`config.mk`:
```
export PLATFORM = sky130hd
export DESIGN_NAME = access_cycle_timer
export DESIGN_NICKNAME = d
export VERILOG_FILES = /design/src/rtl/atm_pkg.sv /design/src/rtl/atm_region_decode.sv /design/src/rtl/atm_master_counter.sv /design/src/rtl/atm_step_sequencer.sv /design/src/rtl/access_cycle_timer.sv
export SDC_FILE = /design/constraint.sdc
export NUM_CORES = 1
export LEC_CHECK = 0
export BUFFER_PORTS_ARGS = -buffer_cell sky130_fd_sc_hd__buf_2
export CORE_MARGIN = 3
export CORE_UTILIZATION = 40
export CTS_BUF_LIST = sky130_fd_sc_hd__clkbuf_16
export CTS_CLUSTER_SIZE = 28
export DETAILED_ROUTE_END_ITERATION = 8
export PLACE_DENSITY = 0.69
export SYNTH_ARGS = -nofsm -noshare
export SYNTH_HDL_FRONTEND = slang
export SYNTH_SLANG_ARGS = --single-unit
export TNS_END_PERCENT = 50
```
`constraint.sdc`:
```
create_clock -name clk -period 9.95 [get_ports clk]
set_input_delay 1.99 -clock clk [delete_from_list [all_inputs] [get_ports clk]]
set_output_delay 1.99 -clock clk [all_outputs]
set_load 0.01 [all_outputs]
```
`src/rtl/atm_pkg.sv`:
```
package atm_pkg;

    localparam int ATM_ADDR_W = 24;

    typedef enum logic [1:0] {
        RGN_FAST  = 2'd0,
        RGN_SLOW  = 2'd1,
        RGN_XSLOW = 2'd2
    } region_e;

    typedef struct packed {
        logic [7:0] bank;
        logic [7:0] page;
        logic [7:0] offs;
    } bus_addr_t;

    // Region of an address: bank ranges first, then page ranges.
    function automatic region_e classify(input bus_addr_t a);
        region_e r;
        if (a.bank[7:6] == 2'b01)        r = RGN_SLOW;   // banks 0x40..0x7F
        else if (a.bank[7:6] == 2'b11)   r = RGN_SLOW;   // banks 0xC0..0xFF
        else if (a.page[7])              r = RGN_SLOW;   // pages 0x80..0xFF
        else if (a.page[6:5] == 2'b11)   r = RGN_SLOW;   // pages 0x60..0x7F
        else if (a.page[7:1] == 7'h20)   r = RGN_XSLOW;  // pages 0x40..0x41
        else                             r = RGN_FAST;
        return r;
    endfunction

    function automatic int max3(input int a, input int b, input int c);
        int m;
        m = (a > b) ? a : b;
        return (m > c) ? m : c;
    endfunction

endpackage

```
`src/rtl/atm_region_decode.sv`:
```
module atm_region_decode
    import atm_pkg::*;
#(
    parameter int FAST_COST  = 6,
    parameter int SLOW_COST  = 8,
    parameter int XSLOW_COST = 12,
    parameter int COST_W     = 4
) (
    input  logic [ATM_ADDR_W-1:0] addr,
    output logic [COST_W-1:0]     cost
);
    region_e rgn;

    always_comb begin
        rgn = classify(bus_addr_t'(addr));
        unique case (rgn)
            RGN_FAST:  cost = COST_W'(FAST_COST);
            RGN_XSLOW: cost = COST_W'(XSLOW_COST);
            default:   cost = COST_W'(SLOW_COST);
        endcase
    end
endmodule

```
`src/rtl/atm_master_counter.sv`:
```
module atm_master_counter #(
    parameter int CNT_W  = 64,
    parameter int COST_W = 4
) (
    input  logic              clk,
    input  logic              rst,
    input  logic              take,
    input  logic [COST_W-1:0] cost,
    output logic [CNT_W-1:0]  count
);
    logic [CNT_W-1:0] count_q;

    always_ff @(posedge clk) begin
        if (rst)       count_q <= '0;
        else if (take) count_q <= count_q + CNT_W'(cost);
    end

    assign count = count_q;
endmodule

```
`src/rtl/atm_step_sequencer.sv`:
```
module atm_step_sequencer #(
    parameter int CNT_W     = 64,
    parameter int COST_W    = 4,
    parameter int STEP_UNIT = 4,
    parameter int RES_W     = 4
) (
    input  logic              clk,
    input  logic              rst,
    input  logic              take,
    input  logic [COST_W-1:0] cost,
    output logic              ready,
    output logic              step,
    output logic [CNT_W-1:0]  last_stepped
);
    localparam logic [RES_W-1:0] UNIT_R = RES_W'(STEP_UNIT);

    logic [RES_W-1:0] residue_q;
    logic [CNT_W-1:0] last_q;
    logic             owe;

    // Outstanding time is tracked in a narrow residue rather than by a
    // wide subtract of the two counters.
    assign owe = (residue_q >= UNIT_R);

    always_ff @(posedge clk) begin
        if (rst) begin
            residue_q <= '0;
            last_q    <= '0;
        end else if (owe) begin
            residue_q <= residue_q - UNIT_R;
            last_q    <= last_q + CNT_W'(STEP_UNIT);
        end else if (take) begin
            residue_q <= residue_q + RES_W'(cost);
        end
    end

    assign ready        = !owe;
    assign step         = owe;
    assign last_stepped = last_q;
endmodule

```
`src/rtl/access_cycle_timer.sv`:
```
module access_cycle_timer
    import atm_pkg::*;
#(
    parameter int CNT_W      = 64,
    parameter int FAST_COST  = 6,
    parameter int SLOW_COST  = 8,
    parameter int XSLOW_COST = 12,
    parameter int STEP_UNIT  = 4
) (
    input  logic                  clk,
    input  logic                  rst,
    input  logic                  acc_valid,
    input  logic [ATM_ADDR_W-1:0] acc_addr,
    output logic                  acc_ready,
    output logic [CNT_W-1:0]      mclk_count,
    output logic                  vstep
);
    localparam int MAX_COST = max3(FAST_COST, SLOW_COST, XSLOW_COST);
    localparam int COST_W   = $clog2(MAX_COST + 1);
    localparam int RES_W    = $clog2(MAX_COST + STEP_UNIT);

    logic [COST_W-1:0] cost;
    logic              take;
    logic [CNT_W-1:0]  last_stepped;

    assign take = acc_valid && acc_ready;

    atm_region_decode #(
        .FAST_COST (FAST_COST),
        .SLOW_COST (SLOW_COST),
        .XSLOW_COST(XSLOW_COST),
        .COST_W    (COST_W)
    ) u_decode (
        .addr(acc_addr),
        .cost(cost)
    );

    atm_master_counter #(
        .CNT_W (CNT_W),
        .COST_W(COST_W)
    ) u_master (
        .clk  (clk),
        .rst  (rst),
        .take (take),
        .cost (cost),
        .count(mclk_count)
    );

    atm_step_sequencer #(
        .CNT_W    (CNT_W),
        .COST_W   (COST_W),
        .STEP_UNIT(STEP_UNIT),
        .RES_W    (RES_W)
    ) u_seq (
        .clk         (clk),
        .rst         (rst),
        .take        (take),
        .cost        (cost),
        .ready       (acc_ready),
        .step        (vstep),
        .last_stepped(last_stepped)
    );
endmodule

```
After elaboration in Yosys (flattened, before gate mapping)
Index checks and enable logic that the tools add are counted.
{ "word_totals": {"reg_bits": 68, "inputBits": 27, "output_inout_bits": 66} }
{ "op_classes": {"add_sub_neg": 3, "order_cmp": 1, "n_eq_ne": 5, "n_mux": 8, "reduce_logical": 4} }
{ "ops": {"columns": ["operator", "n"], "rows": [
  ["$add 64x4->64", 1],
  ["$mux 2", 5],
  ["$mux 4", 2],
  ["$pmux 4 s2", 1],
  ["$eq 7x6->1 const B", 1],
  ["$eq 2x2->1 const B", 3],
  ["$add 4x4->4", 1],
  ["$ge 4x3->1 const B", 1],
  ["$sub 4x3->4 const B", 1],
  ["$eq 2x1->1 const B", 1],
  ["$logic_not 2->1", 1],
  ["$reduce_bool 2->1", 1],
  ["$logic_and 1x1->1", 1],
  ["$logic_not 1->1", 1]
]} }

Logic depth before layout (Yosys ltp)
{ "depth": {"depth_word": 11, "depth_mapped": 12, "mapped_depth_nobuf": 11} }

By module
From an unflattened synthesis, not the netlist that was laid out.
{ "hier_totals": {"hier_cells": 760, "hier_area_um2": 6480.0} }
{ "modules_own_cells": {"columns": ["mod", "instances", "cells_each", "area_each_um2", "seq_area_each_um2"], "rows": [
  ["atm_step_sequencer", 1, 376, 3240.6, 1321.3],
  ["atm_master_counter", 1, 377, 3184.3, 1281.2],
  ["atm_region_decode", 1, 6, 48.8, 0.0],
  ["access_cycle_timer", 1, 1, 6.3, 0.0]
]} }

Least setup slack after synthesis
No wires, ideal clock.
{ "synth_path": {"path_type": "in2reg", "startpoint": "input acc_addr[13]", "endpoint": "register u_master.count_q[47] (netlist: u_master.count[47])", "setup_time_ns": 0.070, "arrival_ns": 4.972, "t_required_ns": 9.880, "setup_slack_ns": 4.908, "path_stages": 12, "n_path_buf": 1, "path_cell_list": "a211oi_1 -> inv_1 -> a31oi_1 -> ha_1 -> inv_1 -> fa_1 -> nand2b_1 -> a2111oi_4 -> nand3_2 -> buf_2 -> or4_1 -> a21oi_1"} }
{ "synth_between": {"elab_chain_len": 9, "elab_cells_between_ends": 11} }
{ "synth_rtl": {"columns": ["item", "line_no", "text"], "rows": [
  ["start: declaration", "access_cycle_timer.sv:13", "input logic [ATM_ADDR_W-1:0] acc_addr,"],
  ["$eq 7x6->1", "atm_pkg.sv:24", "else if (a.page[7:1] == 7'h20) r = RGN_XSLOW;"],
  ["$mux 2", "atm_pkg.sv:24", null],
  ["$mux 2 (*)", "atm_pkg.sv:23", "else if (a.page[6:5] == 2'b11) r = RGN_SLOW;"],
  ["$mux 2 (*)", "atm_pkg.sv:22", "else if (a.page[7]) r = RGN_SLOW;"],
  ["$mux 2 (*)", "atm_pkg.sv:21", "else if (a.bank[7:6] == 2'b11) r = RGN_SLOW;"],
  ["$mux 2 (*)", "atm_pkg.sv:20", "if (a.bank[7:6] == 2'b01) r = RGN_SLOW;"],
  ["$eq 2x2->1 or $logic_not 2->1 (tied branches)", "atm_region_decode.sv:16", "unique case (rgn)"],
  ["$pmux 4 s2 (*)", "atm_region_decode.sv:16", null],
  ["$add 64x4->64 (*)", "atm_master_counter.sv:15", "else if (take) count_q <= count_q + CNT_W'(cost);"],
  ["end signal: assignment", "atm_master_counter.sv:15", null],
  ["end: declaration", "atm_master_counter.sv:11", "logic [CNT_W-1:0] count_q;"]
]} }
Every way passes the cells marked *; elsewhere a longest branch is shown, timed or not.
A chain may end at the register's enable or synchronous reset.

Worst setup path after layout
{ "layout_path": {"startpoint": "input acc_addr[13]", "endpoint": "register u_master.count_q[43] (netlist: u_master.count[43])"} }
The elaborated chain is that of the path after synthesis.

==> results_dict.tcl <==
set metrics [dict create \
    timing.slew.headroom_pct 52.2 \
    crit_fanout 18 \
    place_inst 553 \
    syn_nets 424 \
    leakagePower_uw 0.00155 \
    synth_edf_count 0 \
    avgSynthCellArea_um2 8.25 \
    drc_errors 0 \
    grt_usage_pct 17.7 \
    synthDistinctLibCells 38 \
    drive_above_1_share_pct 21.0 \
    p_int_uw 463 \
    final.min_clock_period_ps 5370 \
    synthArstFlopShare_pct 0 \
    fin_skew_ps 9.62 \
    diodes 0 \
    min_path_type "reg2reg" \
    clock_latency_ps 330 \
    p_sw_uw 165 \
    r2r_start "u_seq.residue_q[2]" \
    io_buffers 75 \
    min_from "u_seq.residue_q[1]" \
    comb_power_share_pct 12.0 \
    power_frac_seq_pct 44.1 \
    cts_sinks 66 \
    cpMostUsedCell "inv_1" \
    root_buffer "clkbuf_16" \
    grt_first_pass_wirelength_um 13000 \
    cp-startpoint "acc_addr[13]" \
    numCtsBuffers 9 \
    crit_path_cell_trace "buf_2, a211oi_1, inv_1, a31oi_1, ha_1, inv_1, fa_1, nand2b_1, a2111oi_4, buf_4, nand3_2, or4_1, a21oi_1" \
    final_util_pct 50.6 \
    die_h_um 95.7 \
    fmax_mhz 186 \
    end_kind "flop" \
    grt_pass1_vias 2864 \
    final_cells 569 \
    final_cell_mix "buf_2, dfxtp_1, nor2_1, a21oi_1, nand4_1" \
    cts_resized 0 \
    critPathSlowestCell "or4_1" \
    layout_commonest_cell "buf_2" \
    nets 496 \
    grt_antenna_before_repair 0 \
    syn2layout_area_growth_pct 22.3 \
    cp_slowest_stage_delay_ps 570 \
    synth_area_mm2 0.00322 \
    swShare_pct 26.2 \
    cp_num_buf_inv 4 \
    yosys_warnings 0 \
    start_kind "input port" \
    tightestPinTransition_ps 717 \
    synth_area_leaders "dfxtp_1, xor2_1, nand4_1" \
    whs_ps 467 \
    gp_congestion 0.766 \
    drtIter0Drc 118 \
    setup_viol 0 \
    rows 32 \
    die_area_mm2 0.00915 \
    die_w_um 95.7 \
    firstDrtPassIters 4 \
    cp.required_ps 10200 \
    fill_cells 757 \
    post-route-period-util_pct 54.0 \
    grt_max_degree 68 \
    pre_cts_ws_ps 4280 \
    clk_pin_slew_ps 50 \
    core-area_mm2 0.00777 \
    htree_num_levels 3 \
    power-per-cell-area_mw_per_mm2 160 \
    yosysTopAreaCell "dfxtp_1" \
    synthFlopType "dfxtp_1" \
    synth_seq_area_share_pct 41.1 \
    ys_seq_elements 66 \
    cts_hold_buf 0 \
    fin_setup_tns_ps 0 \
    yosysTopAreaCellShare_pct 41.1 \
    routedWlPerCell_um 13.7 \
    tritoncts "done" \
    outcome "finished, final reports clean" \
    routed_wl_um 7780 \
    synth_cells 390 \
    drv_cap 0 \
    postCtsSetupBuffers 0 \
    vias 3079 \
    critical_path.top_delay_family "compound AO/OA/AOI/OAI gates" \
    crit_arrival_ps 5620 \
    maxSlewViolCount 0 \
    rsz0062_at_grt "false" \
    grt-ovfl-total 0 \
    setup.worst_path.class "in2reg" \
    initial_core_util_pct 41.4 \
    final-hold-violation-count 0 \
    ioPinCount 93 \
    setup_ws_ps 4580 \
    cts_buffer_depth 2 \
    ant_nets 0 \
    p_clk_share_pct 43.9 \
    peakVddDrop_mv 0.0836 \
    hpwl_um 5260 \
    vias_per_cell 5.41 \
]
-- layer usage --
metal | global-route usage (%) | share of wire (%) | vias up
li1 | - | - | 1544
met5 | 0 | 0 | -
met1 | 23.0 | 47 | 1454
met3 | 3.31 | 4.4 | 11
met2 | 28.7 | 46 | 70
met4 | 7.46 | 1.9 | 0
-- flip-flops by register name (all words and copies together), names as in the netlist --
| name | cells |
|---|---|
| u_seq.residue_q | 3 |
| u_master.count | 63 |
-- power by group through the flow --
stage | registers [uW] | logic [uW] | clock network [uW]
finish | 277 | 75.4 | 276
detailed placement | 283 | 75.7 | 0
floorplan | 284 | 53.0 | 0
global placement | 283 | 72.9 | 0
CTS | 277 | 76.6 | 280
global route | 278 | 87.5 | 292
-- cell type report --
type	instances	area (um2)	area share (%)
multi-input combinational	291	1770	44.9
sequential	66	1320	33.6
timing repair buffer	79	405	10.3
clock buffer	9	225	5.73
tap	102	128	3.24
inverter	15	56.3	1.43
clock inverter	7	30.0	0.763
-- synth_stat cells (all sizes together), types with 3 or more instances --
| master | n |
|---|---|
| o21ai | 22 |
| xor2 | 27 |
| ha | 5 |
| dfxtp | 66 |
| nand2 | 29 |
| nor2b | 3 |
| nor2 | 40 |
| and3 | 9 |
| nand3 | 18 |
| o31ai | 8 |
| buf | 6 |
| inv | 15 |
| a21oi | 36 |
| or4 | 8 |
| clkbuf | 12 |
| nor3 | 5 |
| and4 | 4 |
| nand4 | 31 |
| xnor2 | 4 |
| or3 | 23 |
-- cell families after synthesis --
kind of cell             synth area share (%)
adder cells (fa/ha/maj)                  3.19
multiplexers                            0.350
flip-flops                               41.1
XOR/XNOR                                 8.44
AND/OR/NAND/NOR                          29.4
buffers and inverters                    4.09
other                                   0.117
AO/OA/AOI/OAI                            13.3
-- metrics by stage --
stage               instance area [um2]  power (uW)
finish                             3930         628
global route                       3930         658
CTS                                3930         634
detailed placement                 3680         358
global placement                   3680         355
floorplan                          3220         337
-- tightest hold or removal path, stage by stage, from the launching register on --
cell and delay [ps]:
dfxtp_1 310, nand2_1 50, a21oi_1 50
-- worst paths after layout --
check | slack, ps | end | cells past startpoint
worst min register to register | 470 | u_seq.residue_q[1] | 2
worst min-delay path | 470 | u_seq.residue_q[1] | 2
worst max-delay path | 4580 | u_master.count[43] | 13
worst max register to register | 7030 | u_master.count[50] | 7
Note: power is estimated with default switching activity, not from simulation.
